<file path="config.mk">
export PLATFORM = sky130hd
export DESIGN_NAME = sar_conv_seq
export DESIGN_NICKNAME = d
export VERILOG_FILES = /design/src/rtl/sar_seq_pkg.sv /design/src/rtl/sar_clk_div.sv /design/src/rtl/sar_trig_sel.sv /design/src/rtl/sar_seq_ctrl.sv /design/src/rtl/sar_conv_seq.sv
export SDC_FILE = /design/constraint.sdc
export NUM_CORES = 1
export LEC_CHECK = 0
export BUFFER_PORTS_ARGS = -buffer_cell sky130_fd_sc_hd__buf_2
export CAP_MARGIN = 5
export CELL_PAD_IN_SITES_DETAIL_PLACEMENT = 1
export CELL_PAD_IN_SITES_GLOBAL_PLACEMENT = 1
export CORE_UTILIZATION = 46
export DETAILED_ROUTE_END_ITERATION = 10
export GPL_TIMING_DRIVEN = 1
export PLACE_DENSITY = 0.87
export SLEW_MARGIN = 20
export SYNTH_ARGS = -nofsm -noshare
export SYNTH_HDL_FRONTEND = slang
export SYNTH_HIERARCHICAL = 1
export SYNTH_SLANG_ARGS = --single-unit
</file>
<file path="constraint.sdc">
create_clock -name clk -period 4.1 [get_ports clk]
set_clock_uncertainty 0.1 [all_clocks]
set_input_delay 0.41 -clock clk [delete_from_list [all_inputs] [get_ports clk]]
set_output_delay 0.41 -clock clk [all_outputs]
set_load 0.02 [all_outputs]
</file>
<file path="src/rtl/sar_seq_pkg.sv">
package sar_seq_pkg;

  typedef enum logic [1:0] {
    SEQ_IDLE  = 2'd0,
    SEQ_TRACK = 2'd1,
    SEQ_CONV  = 2'd2
  } seq_state_e;

  localparam logic [1:0] START_SW   = 2'b00;
  localparam logic [1:0] START_TMRA = 2'b01;
  localparam logic [1:0] START_PIN  = 2'b10;
  localparam logic [1:0] START_TMRB = 2'b11;

endpackage

</file>
<file path="src/rtl/sar_clk_div.sv">
module sar_clk_div #(
  parameter int DIV_W = 5
) (
  input  logic             clk,
  input  logic             rst_n,
  input  logic [DIV_W-1:0] div_sel,
  input  logic             realign,
  output logic             sar_tick
);

  logic [DIV_W-1:0] cnt_q, cnt_d;

  assign sar_tick = (cnt_q == div_sel);

  always_comb begin
    if (realign)       cnt_d = '0;
    else if (sar_tick) cnt_d = '0;
    else               cnt_d = cnt_q + 1'b1;
  end

  always_ff @(posedge clk or negedge rst_n) begin
    if (!rst_n) cnt_q <= '0;
    else        cnt_q <= cnt_d;
  end

  // after a realign no tick appears in the next cycle unless the period is one clock
  a_r3_realign_phase: assert property (@(posedge clk) disable iff (!rst_n)
    (realign && (div_sel != '0)) |=> !sar_tick);

endmodule

</file>
<file path="src/rtl/sar_trig_sel.sv">
module sar_trig_sel
  import sar_seq_pkg::*;
(
  input  logic       clk,
  input  logic       rst_n,
  input  logic [1:0] start_mode,
  input  logic       sw_start,
  input  logic       tmr3_ovf,
  input  logic       tmr2_ovf,
  input  logic       ext_start,
  output logic       start_req,
  output logic       pin_lvl
);

  logic meta_q, sync_q, prev_q;
  logic pin_rise;

  always_ff @(posedge clk or negedge rst_n) begin
    if (!rst_n) begin
      meta_q <= 1'b0;
      sync_q <= 1'b0;
      prev_q <= 1'b0;
    end else begin
      meta_q <= ext_start;
      sync_q <= meta_q;
      prev_q <= sync_q;
    end
  end

  assign pin_rise = sync_q & ~prev_q;
  assign pin_lvl  = sync_q;

  always_comb begin
    case (start_mode)
      START_SW:   start_req = sw_start;
      START_TMRA: start_req = tmr3_ovf;
      START_PIN:  start_req = pin_rise;
      START_TMRB: start_req = tmr2_ovf;
      default:    start_req = 1'b0;
    endcase
  end

  // a pin-sourced start needs the synchronized pin to have been low one cycle earlier
  a_r5_pin_edge: assert property (@(posedge clk) disable iff (!rst_n)
    (start_mode == START_PIN && start_req) |-> (sync_q && !$past(sync_q)));

endmodule

</file>
<file path="src/rtl/sar_seq_ctrl.sv">
module sar_seq_ctrl
  import sar_seq_pkg::*;
#(
  parameter int RES_W         = 10,
  parameter int CONV_CLKS     = 16,
  parameter int LP_TRACK_CLKS = 3
) (
  input  logic             clk,
  input  logic             rst_n,
  input  logic             start_req,
  input  logic             lp_track,
  input  logic             ext_mode,
  input  logic             pin_lvl,
  input  logic             sar_tick,
  input  logic             cmp_in,
  output logic             accept,
  output logic             done,
  output logic             busy,
  output logic             track,
  output logic [RES_W-1:0] dac_code,
  output logic [RES_W-1:0] result
);

  localparam int               CNT_W      = $clog2(CONV_CLKS);
  localparam logic [CNT_W-1:0] CONV_LAST  = CNT_W'(CONV_CLKS - 1);
  localparam logic [CNT_W-1:0] TRACK_LAST = CNT_W'(LP_TRACK_CLKS - 1);
  localparam logic [RES_W-1:0] MSB_ONLY   = {1'b1, {(RES_W-1){1'b0}}};

  seq_state_e       state_q, state_d;
  logic [CNT_W-1:0] cnt_q, cnt_d;
  logic [RES_W-1:0] trial_q, trial_d;
  logic [RES_W-1:0] bitsel_q, bitsel_d;
  logic [RES_W-1:0] result_q, result_d;

  always_comb begin
    state_d  = state_q;
    cnt_d    = cnt_q;
    trial_d  = trial_q;
    bitsel_d = bitsel_q;
    result_d = result_q;
    accept   = 1'b0;
    done     = 1'b0;
    case (state_q)
      SEQ_IDLE: begin
        if (start_req) begin
          accept = 1'b1;
          cnt_d  = '0;
          if (lp_track && !ext_mode) begin
            state_d = SEQ_TRACK;
          end else begin
            state_d  = SEQ_CONV;
            trial_d  = MSB_ONLY;
            bitsel_d = MSB_ONLY;
          end
        end
      end
      SEQ_TRACK: begin
        if (sar_tick) begin
          if (cnt_q == TRACK_LAST) begin
            state_d  = SEQ_CONV;
            cnt_d    = '0;
            trial_d  = MSB_ONLY;
            bitsel_d = MSB_ONLY;
          end else begin
            cnt_d = cnt_q + 1'b1;
          end
        end
      end
      SEQ_CONV: begin
        if (sar_tick) begin
          if (bitsel_q != '0) begin
            trial_d  = (cmp_in ? trial_q : (trial_q & ~bitsel_q)) | (bitsel_q >> 1);
            bitsel_d = bitsel_q >> 1;
          end
          if (cnt_q == CONV_LAST) begin
            done     = 1'b1;
            state_d  = SEQ_IDLE;
            result_d = trial_q;
            cnt_d    = '0;
          end else begin
            cnt_d = cnt_q + 1'b1;
          end
        end
      end
      default: state_d = SEQ_IDLE;
    endcase
  end

  always_ff @(posedge clk or negedge rst_n) begin
    if (!rst_n) begin
      state_q  <= SEQ_IDLE;
      cnt_q    <= '0;
      trial_q  <= '0;
      bitsel_q <= '0;
      result_q <= '0;
    end else begin
      state_q  <= state_d;
      cnt_q    <= cnt_d;
      trial_q  <= trial_d;
      bitsel_q <= bitsel_d;
      result_q <= result_d;
    end
  end

  assign busy     = (state_q != SEQ_IDLE);
  assign dac_code = trial_q;
  assign result   = result_q;

  always_comb begin
    if (lp_track)
      track = (state_q == SEQ_TRACK) ||
              ((state_q == SEQ_IDLE) && ext_mode && !pin_lvl);
    else
      track = (state_q == SEQ_IDLE);
  end

  // once running, the sequencer stays busy until its own completion
  a_r10_no_restart: assert property (@(posedge clk) disable iff (!rst_n)
    (busy && !done) |=> busy);

  // at most one trial bit is pending at a time
  a_r8_onehot_bit: assert property (@(posedge clk) disable iff (!rst_n)
    $onehot0(bitsel_q));

  // the stored result moves only on a completion
  a_r11_result_hold: assert property (@(posedge clk) disable iff (!rst_n)
    !done |=> $stable(result_q));

  // the low-power track phase never exceeds its length
  a_r4_track_len: assert property (@(posedge clk) disable iff (!rst_n)
    (state_q == SEQ_TRACK) |-> (cnt_q <= TRACK_LAST));

  // the search has used up all trial bits before completion
  a_r8_search_done: assert property (@(posedge clk) disable iff (!rst_n)
    done |-> (bitsel_q == '0));

endmodule

</file>
<file path="src/rtl/sar_conv_seq.sv">
module sar_conv_seq
  import sar_seq_pkg::*;
#(
  parameter int RES_W         = 10,
  parameter int DATA_W        = 16,
  parameter int DIV_W         = 5,
  parameter int CONV_CLKS     = 16,
  parameter int LP_TRACK_CLKS = 3
) (
  input  logic              clk,
  input  logic              rst_n,
  input  logic [DIV_W-1:0]  clk_div,
  input  logic [1:0]        start_mode,
  input  logic              lp_track,
  input  logic              left_just,
  input  logic              irq_en,
  input  logic              sw_start,
  input  logic              sw_clr_flag,
  input  logic              tmr3_ovf,
  input  logic              tmr2_ovf,
  input  logic              ext_start,
  input  logic              cmp_in,
  output logic [RES_W-1:0]  dac_code,
  output logic              track,
  output logic              busy,
  output logic              done_flag,
  output logic              irq,
  output logic [DATA_W-1:0] data_out
);

  localparam int PAD_W = DATA_W - RES_W;

  logic             start_req, pin_lvl, sar_tick, accept, done;
  logic             flag_q, flag_d;
  logic [RES_W-1:0] result;

  sar_trig_sel u_trig (
    .clk        (clk),
    .rst_n      (rst_n),
    .start_mode (start_mode),
    .sw_start   (sw_start),
    .tmr3_ovf   (tmr3_ovf),
    .tmr2_ovf   (tmr2_ovf),
    .ext_start  (ext_start),
    .start_req  (start_req),
    .pin_lvl    (pin_lvl)
  );

  sar_clk_div #(.DIV_W(DIV_W)) u_div (
    .clk      (clk),
    .rst_n    (rst_n),
    .div_sel  (clk_div),
    .realign  (accept),
    .sar_tick (sar_tick)
  );

  sar_seq_ctrl #(
    .RES_W         (RES_W),
    .CONV_CLKS     (CONV_CLKS),
    .LP_TRACK_CLKS (LP_TRACK_CLKS)
  ) u_ctrl (
    .clk       (clk),
    .rst_n     (rst_n),
    .start_req (start_req),
    .lp_track  (lp_track),
    .ext_mode  (start_mode == START_PIN),
    .pin_lvl   (pin_lvl),
    .sar_tick  (sar_tick),
    .cmp_in    (cmp_in),
    .accept    (accept),
    .done      (done),
    .busy      (busy),
    .track     (track),
    .dac_code  (dac_code),
    .result    (result)
  );

  // completion has priority over a software clear
  always_comb begin
    if (done)             flag_d = 1'b1;
    else if (sw_clr_flag) flag_d = 1'b0;
    else                  flag_d = flag_q;
  end

  always_ff @(posedge clk or negedge rst_n) begin
    if (!rst_n) flag_q <= 1'b0;
    else        flag_q <= flag_d;
  end

  assign done_flag = flag_q;
  assign irq       = flag_q & irq_en;
  assign data_out  = left_just ? {result, {PAD_W{1'b0}}} : {{PAD_W{1'b0}}, result};

  // busy falling is always accompanied by a set flag
  a_r6_flag_on_fall: assert property (@(posedge clk) disable iff (!rst_n)
    $fell(busy) |-> done_flag);

  // without a clear the flag stays set
  a_r7_flag_sticky: assert property (@(posedge clk) disable iff (!rst_n)
    (done_flag && !sw_clr_flag) |=> done_flag);

  // completion beats a simultaneous clear
  a_r7_set_wins: assert property (@(posedge clk) disable iff (!rst_n)
    done |=> done_flag);

  // in default tracking mode the sampler tracks exactly when idle
  a_r12_track_idle: assert property (@(posedge clk) disable iff (!rst_n)
    !lp_track |-> (track == !busy));

endmodule

</file>
==> metrics.txt <==
smallest setup slack after layout 1460 ps; number of distinct standard cells referenced by the synthesized netlist 44; class of the tightest hold or removal check in -> async; number of flip-flops and latches in the synthesized netlist 45; core outline area 4850 sq um; post-layout min period 2640 ps; all-layer global routing usage 23.8%; Post-CTS Hold Buffers 0; average routed wire per standard cell 17.9 um; vias per cell 5.49; count of buffers added by post-CTS timing repair for setup 0; post-synthesis instance total 217; Placed Cells 323; power density of the placed cells 600 nW/um^2; slew at the pin with the worst max-slew slack 929 ps; cell types with the largest area share after synthesis dfrtp_1, mux2_2, o21ai_0, ha_1, a22o_1; r2r worst-path depth 6; DR iter-0 viols 68; number of cell rows 25; buffer levels on the longest clock path 2; P&R area growth vs syn 15.8%; Fin. Hold Viols 9; # port buffers 47; number of buffers added by the clock tree synthesis step 5; Reg clk slew, reported paths 80 ps; worst setup slack for register-to-register paths 1460 ps; Post-Synthesis Mean Instance Area 11.0 sq um; Layout Cells excl Fill 330; sequential cell area fraction in the yosys report 47.1%; global-route wire length before repair 9.57 mm; maximum number of pins on one net before global-route repair 46; category of the worst setup path capture point flop; Setup CP Type reg -> reg; DR vias 1811; final setup violating endpoints 0; clock tree from TritonCTS done; violations in the final reports negative hold slack; final total negative setup slack 0 ps; Clock H-tree levels 2; io pins 48; final worst-path cycle share 64.3%; static leakage 1.37 nW; Initial DRT Pass Iterations 4; top cells by count, synth dfrtp_1, o21ai_0, inv_1, nor2_1, nor2b_1; worst flop-to-flop path endpoint u_ctrl/dac_code[5]$_DFFE_PN0P_; floorplan die height 74.1 um; data arrival time at the worst-slack endpoint 2770 ps; total length of routed wires 5.89 mm; worst hold-check slack -10.3 ps; number of inserted diodes 0; post-cts resize count 0; antenna violations before repair 0; Yosys warning total 6; Yosys top cell by area dfrtp_1; clock latency on the worst-skew pair 300 ps; total power 1.66 mW; ys flop type dfrtp_1; area of the die 5490 sq um; share of async-settable or async-resettable flops after synthesis 100%; number of enable flip-flop cells after synthesis 0; cell with the most instances after synthesis dfrtp_1; starting utilization of the core area 49.3%; top cell type's share of synthesized area 47.1%; crit path launch type flop; count of max-cap constraint violations 0; Antenna Nets Post-Route 0; master cell of the clock root buffer clkbuf_8; Max-slew headroom 37.9%; residual DRC count 0; Syn Nets 242; Required @ worst endpoint 4230 ps; max frequency 379 MHz; number of nets in the final layout 288; number of max-slew violations in the final report 0; status finished with violations; Fill cells 559; share of post-route cells with drive strength above 1 30.0%; global placer's final weighted congestion 0.835; Die Span X 74.1 um; netlist area before placement 2390 sq um; DP Wirelength 4.39 mm; clock tree sinks 45; setup repair after global routing missed its margin false; VDD IR max 345 uV; Setup Slack @ Placement 1440 ps; via count of the first global-routing pass 1966; total overflow reported by the global router 0; Reg-to-Reg Start u_ctrl/state_q[0]$_DFFE_PN0P_; highest fanout seen on the critical path 17
-- sequential cells by signal (all words and copies together), names as in the netlist --
| name | count |
|---|---|
| u_ctrl/cnt_q | 4 |
| u_ctrl/result | 10 |
| u_ctrl/state_q | 2 |
| u_ctrl/bitsel_q | 10 |
| done_flag | 1 |
| u_trig/prev_q | 1 |
| u_div/cnt_q | 5 |
| u_trig/meta_q | 1 |
| u_trig/pin_lvl | 1 |
| u_ctrl/dac_code | 10 |
-- layer usage --
| layer | vias up | global-route usage (%) | share of wire [%] |
|---|---|---|---|
| li1 | 857 | - | - |
| met1 | 900 | 28.5 | 42 |
| met2 | 40 | 41.2 | 52 |
| met3 | 14 | 5.01 | 3.5 |
| met4 | 0 | 10.5 | 2.6 |
| met5 | - | 0 | 0 |
-- cell type report --
cell class              count  area, sq um  share of cell area (%)
well taps                  67         83.8                    3.03
flip-flops and latches     45         1130                    40.7
inverters                  17         63.8                    2.31
clock buffers               5         68.8                    2.49
repair buffers             48          245                    8.86
multi-input cells         146         1140                    41.4
clock inverters             2         35.0                    1.27
-- critical path, stage by stage (launching register included) --
cell and delay [ps]:
dfrtp_1 380, inv_1 90, ha_1 420, o21ba_2 340, a2111o_1 480, nor3_4 500, a221o_1 260
-- metrics by stage --
stage / cell area (sq um) / utilization [%]
global placement: 2660 / 54.9
floorplan: 2390 / -
detailed placement: 2660 / 54.9
CTS: 2770 / 57.0
finish: 2770 / 57.1
global route: 2770 / 57.1
-- cells in the final DEF (no fill, tap or decap), types with 2 or more instances in the layout --
master    netlist  routed
mux2i_1         2       2
clkbuf_8        0       5
a22o_1          9       9
a21boi_0        8       8
nand3_1         4       4
nor2_1         11      11
a221o_1         6       6
and2_1          8       8
a221o_2         2       2
nand2_1         8       8
xnor2_1         4       4
nor2b_1        11      11
inv_1          17      17
buf_2           0      46
buf_4           0       2
xor2_1          3       3
o21ai_0        22      22
mux2_4          4       4
a21oi_1         4       4
dfrtp_1        45      45
ha_1            7       7
a21o_1          2       2
mux2_2         10      10
-- logic make-up after synthesis --
family	count (synthesis)	synth area share, %
compound gates	61	19.3
mux	17	9.00
fa+ha+maj	7	3.66
buf+inv	26	5.02
xor+xnor	8	3.24
simple gates	53	12.7
flops	45	47.1
-- power breakdown --
part / switching, mW / internal [mW] / total, mW
Clock: 0.146 / 0.177 / 0.323
Sequential: 0.105 / 0.531 / 0.635
Combinational: 0.424 / 0.279 / 0.703
-- worst max-delay path by stage --
stage	startpoint	endpoint	slack [ps]	cells after the start
2_1_floorplan	u_trig/pin_lvl$_DFF_PN0_	u_ctrl/dac_code[6]$_DFFE_PN0P_	1850	7
3_5_place_dp	clk_div[0]	u_ctrl/dac_code[7]$_DFFE_PN0P_	1440	8
4_1_cts	u_div/cnt_q[0]$_DFF_PN0_	u_ctrl/dac_code[5]$_DFFE_PN0P_	1460	7
5_1_grt	u_div/cnt_q[0]$_DFF_PN0_	u_ctrl/dac_code[5]$_DFFE_PN0P_	1310	7
3_3_place_gp	clk_div[2]	u_ctrl/dac_code[6]$_DFFE_PN0P_	1530	8
6_report	u_ctrl/state_q[0]$_DFFE_PN0P_	u_ctrl/dac_code[5]$_DFFE_PN0P_	1460	6
Note: power is estimated with default switching activity, not from simulation.
